==> src/rtl/issue_pkg.sv <==
package issue_pkg;
  localparam int NumRegs = 8;
  localparam int RegW = $clog2(NumRegs);

  typedef enum logic [1:0] {
    OP_ADD = 2'b00,
    OP_SUB = 2'b01,
    OP_MUL = 2'b10,
    OP_SHORT = 2'b11
  } op_e;

  typedef struct packed {
    op_e            op;
    logic [RegW-1:0] dst;
    logic [RegW-1:0] srcA;
    logic [RegW-1:0] srcB;
  } instr_t;

  typedef struct packed {
    logic            valid;
    logic [RegW-1:0] dst;
  } wb_t;

  // strobes from control to datapath
  typedef struct packed {
    logic issue;
  } strobe_t;
endpackage

==> src/rtl/issue_datapath.sv <==
module issue_datapath
  import issue_pkg::*;
#(
  parameter int BufDepth = 4
) (
  input  logic    clk,
  input  logic    rstN,
  input  logic    inValid,
  input  instr_t  inInstr,
  output logic    inReady,
  input  strobe_t strb,
  output logic    headValid,
  output instr_t  headInstr,
  output logic    execValid,
  output instr_t  execInstr,
  output wb_t     aluWb,
  output wb_t     mulWb
);
  localparam int PtrW = (BufDepth > 1) ? $clog2(BufDepth) : 1;
  localparam int CntW = $clog2(BufDepth + 1);
  localparam int MulStages = 2;

  instr_t slots [BufDepth];
  logic [PtrW-1:0] rdPtr, wrPtr;
  logic [CntW-1:0] count;
  logic push, pop;

  function automatic logic [PtrW-1:0] nextPtr(input logic [PtrW-1:0] p);
    return (p == PtrW'(BufDepth - 1)) ? '0 : p + 1'b1;
  endfunction

  assign inReady   = (count != CntW'(BufDepth));
  assign push      = inValid && inReady;
  assign pop       = strb.issue;
  assign headValid = (count != '0);
  assign headInstr = slots[rdPtr];

  always_ff @(posedge clk or negedge rstN) begin
    if (!rstN) begin
      rdPtr <= '0;
      wrPtr <= '0;
      count <= '0;
    end else begin
      if (push) wrPtr <= nextPtr(wrPtr);
      if (pop) rdPtr <= nextPtr(rdPtr);
      case ({push, pop})
        2'b10:   count <= count + 1'b1;
        2'b01:   count <= count - 1'b1;
        default: ;
      endcase
    end
  end

  always_ff @(posedge clk) begin
    if (push) slots[wrPtr] <= inInstr;
  end

  // execute stage and short-latency writeback stage
  always_ff @(posedge clk or negedge rstN) begin
    if (!rstN) begin
      execValid <= 1'b0;
      execInstr <= '0;
      aluWb     <= '0;
    end else begin
      execValid <= strb.issue;
      if (strb.issue) execInstr <= headInstr;
      aluWb.valid <= execValid && (execInstr.op != OP_MUL);
      aluWb.dst   <= execInstr.dst;
    end
  end

  // multiply pipe
  wb_t mulPipe [MulStages];
  for (genvar s = 0; s < MulStages; s++) begin : g_mul
    if (s == 0) begin : g_first
      always_ff @(posedge clk or negedge rstN) begin
        if (!rstN) mulPipe[0] <= '0;
        else begin
          mulPipe[0].valid <= execValid && (execInstr.op == OP_MUL);
          mulPipe[0].dst   <= execInstr.dst;
        end
      end
    end else begin : g_next
      always_ff @(posedge clk or negedge rstN) begin
        if (!rstN) mulPipe[s] <= '0;
        else mulPipe[s] <= mulPipe[s-1];
      end
    end
  end
  assign mulWb = mulPipe[MulStages-1];

  assert_head_hold_R2: assert property (@(posedge clk) disable iff (!rstN)
    (headValid && !strb.issue) |=> (headValid && headInstr == $past(headInstr)));
  assert_fill_count_R7: assert property (@(posedge clk) disable iff (!rstN)
    (push && !pop) |=> (count == $past(count) + 1'b1));
  assert_alu_latency_R6: assert property (@(posedge clk) disable iff (!rstN)
    aluWb.valid |-> ($past(strb.issue, 2) && $past(headInstr.op, 2) != OP_MUL));
  assert_mul_latency_R6: assert property (@(posedge clk) disable iff (!rstN)
    mulWb.valid |-> ($past(strb.issue, 3) && $past(headInstr.op, 3) == OP_MUL));
endmodule

==> src/rtl/issue_control.sv <==
module issue_control
  import issue_pkg::*;
(
  input  logic    clk,
  input  logic    rstN,
  input  logic    headValid,
  input  instr_t  headInstr,
  input  logic    execValid,
  input  instr_t  execInstr,
  input  wb_t     aluWb,
  input  wb_t     mulWb,
  output strobe_t strb
);
  localparam int MaxReads = 4;
  localparam int CntW = $clog2(MaxReads + 1);

  logic            writePend [NumRegs];
  logic            effPend   [NumRegs];
  logic [CntW-1:0] readCnt   [NumRegs];
  logic rawHaz, warHaz, wawHaz;

  for (genvar r = 0; r < NumRegs; r++) begin : g_reg
    localparam logic [RegW-1:0] Idx = RegW'(r);
    logic            wbClear, setW;
    logic [CntW-1:0] incr, decr;

    assign wbClear = (aluWb.valid && aluWb.dst == Idx) || (mulWb.valid && mulWb.dst == Idx);
    assign effPend[r] = writePend[r] && !wbClear;
    assign setW = strb.issue && (headInstr.dst == Idx);
    assign incr = strb.issue ? (CntW'(headInstr.srcA == Idx) + CntW'(headInstr.srcB == Idx)) : '0;
    assign decr = execValid ? (CntW'(execInstr.srcA == Idx) + CntW'(execInstr.srcB == Idx)) : '0;

    always_ff @(posedge clk or negedge rstN) begin
      if (!rstN) begin
        writePend[r] <= 1'b0;
        readCnt[r]   <= '0;
      end else begin
        writePend[r] <= effPend[r] || setW;
        readCnt[r]   <= readCnt[r] + incr - decr;
      end
    end
  end

  always_comb begin
    rawHaz = effPend[headInstr.srcA] || effPend[headInstr.srcB];
    wawHaz = effPend[headInstr.dst];
    warHaz = (readCnt[headInstr.dst] != '0);
    strb.issue = headValid && !(rawHaz || warHaz || wawHaz);
  end

  assert_dst_marked_R5: assert property (@(posedge clk) disable iff (!rstN)
    strb.issue |=> writePend[$past(headInstr.dst)]);
  assert_wb_distinct_R5: assert property (@(posedge clk) disable iff (!rstN)
    (aluWb.valid && mulWb.valid) |-> (aluWb.dst != mulWb.dst));
  assert_read_owed_R4: assert property (@(posedge clk) disable iff (!rstN)
    execValid |-> (readCnt[execInstr.srcA] != '0 && readCnt[execInstr.srcB] != '0));
endmodule

==> src/rtl/scoreboard_issue.sv <==
module scoreboard_issue
  import issue_pkg::*;
#(
  parameter int BufDepth = 4
) (
  input  logic       clk,
  input  logic       rstN,
  input  logic       inValid,
  output logic       inReady,
  input  logic [1:0] inOp,
  input  logic [2:0] inDst,
  input  logic [2:0] inSrcA,
  input  logic [2:0] inSrcB,
  output logic       issueValid,
  output logic [1:0] issueOp,
  output logic [2:0] issueDst,
  output logic [2:0] issueSrcA,
  output logic [2:0] issueSrcB,
  output logic       aluWbValid,
  output logic [2:0] aluWbReg,
  output logic       mulWbValid,
  output logic [2:0] mulWbReg
);
  instr_t  inInstr, headInstr, execInstr;
  strobe_t strb;
  logic    headValid, execValid;
  wb_t     aluWb, mulWb;

  assign inInstr.op   = op_e'(inOp);
  assign inInstr.dst  = inDst;
  assign inInstr.srcA = inSrcA;
  assign inInstr.srcB = inSrcB;

  issue_datapath #(.BufDepth(BufDepth)) datapath_i (
    .clk(clk), .rstN(rstN), .inValid(inValid), .inInstr(inInstr), .inReady(inReady),
    .strb(strb), .headValid(headValid), .headInstr(headInstr),
    .execValid(execValid), .execInstr(execInstr), .aluWb(aluWb), .mulWb(mulWb)
  );

  issue_control control_i (
    .clk(clk), .rstN(rstN), .headValid(headValid), .headInstr(headInstr),
    .execValid(execValid), .execInstr(execInstr), .aluWb(aluWb), .mulWb(mulWb),
    .strb(strb)
  );

  assign issueValid = strb.issue;
  assign issueOp    = headInstr.op;
  assign issueDst   = headInstr.dst;
  assign issueSrcA  = headInstr.srcA;
  assign issueSrcB  = headInstr.srcB;
  assign aluWbValid = aluWb.valid;
  assign aluWbReg   = aluWb.dst;
  assign mulWbValid = mulWb.valid;
  assign mulWbReg   = mulWb.dst;
endmodule

==> config.mk <==
export PLATFORM = sky130hd
export DESIGN_NAME = scoreboard_issue
export DESIGN_NICKNAME = d
export VERILOG_FILES = /design/src/rtl/issue_pkg.sv /design/src/rtl/issue_datapath.sv /design/src/rtl/issue_control.sv /design/src/rtl/scoreboard_issue.sv
export SDC_FILE = /design/constraint.sdc
export NUM_CORES = 1
export LEC_CHECK = 0
export BUFFER_PORTS_ARGS = -buffer_cell sky130_fd_sc_hd__buf_2
export CAP_MARGIN = 20
export CORE_MARGIN = 10
export CORE_UTILIZATION = 37
export CTS_CLUSTER_DIAMETER = 80
export DETAILED_ROUTE_END_ITERATION = 8
export PLACE_DENSITY = 0.65
export SLEW_MARGIN = 10
export SYNTH_ARGS = -nofsm -noshare
export SYNTH_HDL_FRONTEND = slang
export SYNTH_SLANG_ARGS = --single-unit
==> constraint.sdc <==
create_clock -name clk -period 4.1 [get_ports clk]
set_input_delay 0.205 -clock clk [delete_from_list [all_inputs] [get_ports clk]]
set_output_delay 0.205 -clock clk [all_outputs]
set_load 0.02 [all_outputs]
# == Word-level counts from Yosys, hierarchy flattened ==
# Memory sizes are Yosys's and may differ from the RTL's.
# Index checks and enable logic that the tools add are counted.
# totals
ff_bits,60
ramBits,44
inputBits,14
output_inout_bits,21
wordCells,235
mem_count,1
# classes
add_sub_neg,36
n_lt_le_gt_ge,3
n_eq_ne,56
mux,33
bitwise,3
n_reduce_logical,74
# memory_table
name,words,word_bits,read_ports,rd_ports_with_merged_regs,wr,line_no,text
datapath_i.slots,4,11,1,0,1,issue_datapath.sv:23,instr_t slots [BufDepth];
# ops
cell,count
== test 3 bit (second input constant),28
two-way mux 3 bit,18
== test 3 x 2 -> 1 bit (second input constant),14
logical AND 1 bit,36
adder 1 x 1 -> 2 bit,16
adder 3 bit,8
subtractor 3 bit,8
== test 3 x 1 -> 1 bit (second input constant),7
logical NOT 3 bit,7
logical OR 1 bit,19
greater-or-equal comparator 4 bit (second input constant),3
inverter 3 -> 4 bit,3
binary-select mux 1 bit (select 3 bit),3
binary-select mux 3 bit (select 3 bit),1
logical NOT 1 bit,9
== test 2 bit (second input constant),4
two-way mux 1 bit,8
one-hot mux 3 bit (2 select lines),1
nonzero test 3 bit,2
adder 2 x 1 -> 2 bit (second input constant),2
two-way mux 2 bit,2
adder 3 x 1 -> 3 bit (second input constant),1
!= test 3 bit (second input constant),1
subtractor 3 x 1 -> 3 bit (second input constant),1
other kinds (3),3

# == Depth between registers and ports, before layout ==
# depth
depth_word,16
mapped_depth,16
depth_no_buf,12

# == By module ==
# Synthesis repeated with hierarchy kept, for this count alone.
# hier_totals
hier_cells,494
area_unflattened_um2,5746.8
# by_module_without_submodules
mod,instances,cells_each,area_per_inst_um2,seq_area_each_um2
issue_datapath,1,200,2920.3,2021.9
issue_control,1,294,2826.5,800.8

# == Worst setup path after synthesis ==
# No wires, ideal clock.
# synth_timing
path_kind,register -> register
start,register datapath_i.rdPtr[0]
end,register control_i.readCnt[2] (netlist bit)
setup_ps,80
arrival_ps,3815
required_ps,4020
slack_ps,206
path_stages_with_launch,16
n_path_buf,3
period_less_slack_ps,3894
path_cell_list,dfrtp_1 buf_2 buf_6 mux4_2 nand2_2 a21oi_1 o41ai_2 o2111ai_2 nor3_2 buf_2 nand2_1 fa_1 inv_1 fa_1 xnor2_1 xnor2_1
# synth_via
elab_chain_cells,13
# synth_lines
element,line_no,text
start: declaration,issue_datapath.sv:24,"logic [PtrW-1:0] rdPtr, wrPtr;"
start signal: assignment,issue_datapath.sv:45,if (pop) rdPtr <= nextPtr(rdPtr);
memory (4 x 11 bit) *,n/a,
named net issueDst[0],scoreboard_issue.sv:16,"output logic [2:0] issueDst,"
inverter 3 -> 4 bit (not written as such) *,"issue_control.sv:46, issue_control.sv:47",
binary-select mux 3 bit (select 3 bit),issue_control.sv:47,warHaz = (readCnt[headInstr.dst] != '0);
two-way mux 3 bit (not written as such) (2 in a row),issue_control.sv:47,
nonzero test 3 bit,issue_control.sv:47,
logical OR 1 bit,issue_control.sv:48,strb.issue = headValid && !(rawHaz || warHaz || wawHaz);
logical OR 1 bit *,issue_control.sv:48,
logical NOT 1 bit *,issue_control.sv:48,
logical AND 1 bit *,issue_control.sv:48,
named net issueValid,scoreboard_issue.sv:14,"output logic issueValid,"
two-way mux 3 bit *,issue_control.sv:30,assign incr = strb.issue ? (CntW'(headInstr.srcA == Idx) + CntW'(headInstr.srcB == Idx)) : '0;
adder 3 bit *,issue_control.sv:39,readCnt[r] <= readCnt[r] + incr - decr;
subtractor 3 bit *,issue_control.sv:39,
end signal: indexed assignment,issue_control.sv:39,
end: declaration,issue_control.sv:19,logic [CntW-1:0] readCnt [NumRegs];
# Mark *: on every way through the listed nets, which the timed path passes. The rest lies on a longest branch. The select of a mux whose other input is x is not followed.
# A chain may end at the register's enable or synchronous reset.

# == Final worst setup path ==
# layout_timing
start,register datapath_i.rdPtr[0]
end,register control_i.readCnt[20] (netlist bit)
# layout_via
elab_chain_cells,13
# layout_lines
element,line_no
memory (4 x 11 bit) *,n/a
inverter 3 -> 4 bit (on tied branches),"issue_control.sv:46, issue_control.sv:47, issue_control.sv:45"
binary-select mux 3 bit (select 3 bit) / binary-select mux 1 bit (select 3 bit) (equally long branches),"issue_control.sv:47, issue_control.sv:45"
two-way mux 3 bit (not written as such) / two-way mux 1 bit (equally long branches) (2 in a row),"issue_control.sv:47, issue_control.sv:45"
nonzero test 3 bit / logical OR 1 bit (equally long branches),"issue_control.sv:47, issue_control.sv:45"
logical OR 1 bit (2 in a row),issue_control.sv:48
logical NOT 1 bit,issue_control.sv:48
logical AND 1 bit,issue_control.sv:48
two-way mux 3 bit *,issue_control.sv:30
adder 3 bit *,issue_control.sv:39
subtractor 3 bit *,issue_control.sv:39
# Mark *: on every way between the ends. The rest lies on a longest branch, timed or not. The select of a mux whose other input is x is not followed.

==> flow_metrics.py <==
metrics = {
    "sta": {
        "finalWorstSetupSlack_ns": 0.234,
        "skew_ns": 0.00723,
        "rsz0062_at_grt": "no",
        "holdWs_ns": 0.0198,
        "hold_viol_final": 0,
        "period_share_pct": 94.3,
        "worst_slew_pin_slew_ns": 0.790,
        "final-max-slew-violation-count": 0,
        "slew-limit-headroom_pct": 47.3,
        "max_freq_ghz": 0.259,
        "setup_violations": 0,
        "finalCriticalPeriod_ns": 3.87,
    },
    "power": {
        "p_leak_nw": 2.74,
        "seq_power_share_pct": 33.4,
        "p_switching_mw": 2.28,
        "p_int_mw": 3.28,
        "p_per_area_mw_per_mm2": 886,
        "finalPower_mw": 5.56,
        "swShare_pct": 41.0,
        "power_frac_comb_pct": 51.7,
        "p_clk_share_pct": 14.9,
        "irDropWorstVdd_mv": 0.476,
    },
    "finish": {
        "syn2layout_area_growth_pct": 14.4,
        "drive_gt1_share_pct": 21.1,
        "fillCellCount": 1344,
        "diodes": 0,
        "nNetsFinal": 543,
        "layout_common_cells": "dfrtp_1, inv_1, edfxtp_1, ha_1, buf_2",
        "regArea_mm2": 0.00283,
        "multi_input_area_mm2": 0.00238,
        "final_common_cell": "dfrtp_1",
    },
    "synth": {
        "yosysUniqueCellTypes": 47,
        "synth.cell_area_mm2": 0.00548,
        "ys_async_sr_fraction_pct": 57.7,
        "synth.net_count": 490,
        "yosysTopAreaCellShare_pct": 27.4,
        "yosys_warnings": 0,
        "synth-seq-cells": 104,
        "synth.largest_area_cell": "dfrtp_1",
        "syn_inst": 421,
        "synth-edff-count": 44,
        "synth.avg_cell_area_um2": 13.0,
        "yosysSeqAreaShare_pct": 51.5,
        "synth.area.top_cells": "dfrtp_1, edfxtp_1, ha_1",
        "synth_top_flop_cell": "dfrtp_1",
    },
    "die": {
        "dieArea_mm2": 0.0201,
        "io_pins": 35,
        "num_rows": 44,
        "initial_core_util_pct": 37.7,
        "coreArea_mm2": 0.0145,
        "die_w_um": 142,
        "die_h_um": 142,
    },
    "grt": {
        "antenna_found_initial": 0,
        "grt_max_degree": 61,
        "grt.overflow.total": 0,
        "grt_pass1_wl_mm": 18.3,
        "grt_use_total_pct": 11.5,
        "grt_pass1_vias": 3627,
    },
    "worst_setup_path": {
        "crit_path_top_delay_cell": "mux4_2",
        "cp.required_ns": 4.38,
        "r2r_start": "datapath_i.rdPtr[0]",
        "reg2reg_depth": 13,
        "timing.critical_path.from": "datapath_i.rdPtr[0]",
        "crit_path_end_kind": "flop",
        "path_cells": "mux4_2, inv_2, mux4_2, nand2b_1, o2111ai_2, nor3_4, buf_4, and2_1, fa_1, inv_1, fa_1, xnor2_1, xnor2_1",
        "crit_type": "reg -> reg",
        "critPathLaunchType": "flop",
        "cp_slowest_stage_delay_ns": 0.61,
        "crit_fanout": 9,
        "worst_ep_arrival_time_ns": 4.14,
    },
    "routing": {
        "drt-total-wl_mm": 10.8,
        "vias_per_cell": 5.00,
        "routedWlPerCell_um": 16.2,
        "drt_iter0_drc": 134,
        "vias": 3317,
        "drc_errors": 0,
        "drtAntennaViolNets": 0,
        "drt-pass1-iter-count": 4,
    },
    "placement": {
        "portBuffers": 34,
        "place.gp.congestion": 0.825,
        "place_ws_ns": -0.0256,
        "post-dp-hpwl_mm": 7.99,
    },
    "clock_network": {
        "cts_buffer_depth": 2,
        "holdBufCountCts": 0,
        "ctsHtreeMaxLevel": 3,
        "cts_tree": "yes",
        "clock-sinks": 104,
        "clkTransAtPathRegs_ns": 0.07,
        "cts_root_buffer": "clkbuf_16",
        "numCtsBuffers": 9,
        "insertion_delay_ns": 0.35,
    },
    "status": {
        "status": "complete, no violations",
    },
    "worst_hold_path": {
        "hold_path_class": "in -> async",
    },
    "run": {
        "maxCapViolations": 0,
    },
}
[area by class of cell]
cell class                 instances  share of cell area, %
clock buffer                       9                   3.59
clock inverter                     7                  0.958
inverter                          51                   3.05
multi-input combinational        249                   37.9
sequential                       104                   45.1
tap                              184                   3.67
timing repair buffer              59                   5.71
[state kept, by name, summed over array words and instances (netlist names)]
| name | count |
|---|---|
| datapath_i.mulWb | 4 |
| datapath_i.mulPipe | 1 |
| datapath_i.execInstr | 11 |
| control_i.readCnt | 24 |
| datapath_i.rdPtr | 2 |
| datapath_i.wrPtr | 2 |
| datapath_i.count | 3 |
| datapath_i.slots | 44 |
| datapath_i.aluWb | 4 |
| datapath_i.execValid | 1 |
| control_i.writePend | 8 |
[cells by family after synthesis]
kind of cell	synth area share [%]
AOI/OAI and AO/OA	4.15
xor gates and xnor gates	3.03
adders and majority gates	14.9
buffers and inverters	5.52
DFF	51.5
muxes	8.19
and+or+nand+nor	12.8
[power by group through the flow]
stage	Clock [mW]	Combinational (mW)	Sequential [mW]
6_report	0.828	2.87	1.85
5_1_grt	0.898	3.24	1.92
4_1_cts	0.852	2.84	1.87
3_5_place_dp	0	2.83	1.88
3_3_place_gp	0	2.72	1.86
2_1_floorplan	0	2.13	1.74
[worst max-delay path: cells and delay by family, from the launching register on]
family                   cells  cell delay, ns
XOR/XNOR                     2            0.36
AND/OR/NAND/NOR              3            0.46
AO/OA/AOI/OAI                1            0.12
buffers and inverters        3            0.37
multiplexers                 2            1.10
flip-flops                   1            0.48
adder cells (fa/ha/maj)      2            0.92
[final timing paths]
kind	end	slack [ns]
max	control_i.readCnt[20]	0.23
min	control_i.readCnt[13]	0.02
min reg2reg	datapath_i.mulWb[3]	0.35
max reg2reg	control_i.readCnt[20]	0.23
min in group clk	datapath_i.slots[1][6]	0.06
max in group asynchronous	datapath_i.rdPtr[0]	3.51
[repair_timing]
action,in CTS,in global routing
hold endpoints to repair,0,0
resized for setup,1,5
setup buffers,0,6
pin swaps,0,1
endpoints found under the setup margin,2,7
[per-stage QoR]
step / cells / TNS [ns] / instance area, um2 / util, %
after floorplan: 421 / 0 / 5480 / -
after global placement: 641 / 0 / 5920 / 40.7
after detailed placement: 641 / -0.0482 / 5920 / 40.7
after CTS: 657 / 0 / 6210 / 42.7
after global routing: 663 / 0 / 6270 / 43.1
final: 663 / 0 / 6270 / 43.1
[synth_stat cells (13+ instances only)]
cell type  number
and2_1         24
nand2_1        17
mux4_2         13
fa_1           17
xnor2_1        17
inv_1          49
ha_1           38
edfxtp_1       44
mux2_1         13
dfrtp_1        60
nor2_1         15
[metal layers]
layer / global-route usage, % / wire (um) / vias up / share of wire (%)
met5: 0 / 0 / - / 0
met4: 4.73 / 196 / 0 / 1.8
met3: 3.87 / 440 / 11 / 4.1
met2: 19.0 / 5530 / 57 / 51
met1: 13.3 / 4590 / 1675 / 43
li1: - / - / 1574 / -
Note: power is estimated with default switching activity, not from simulation.
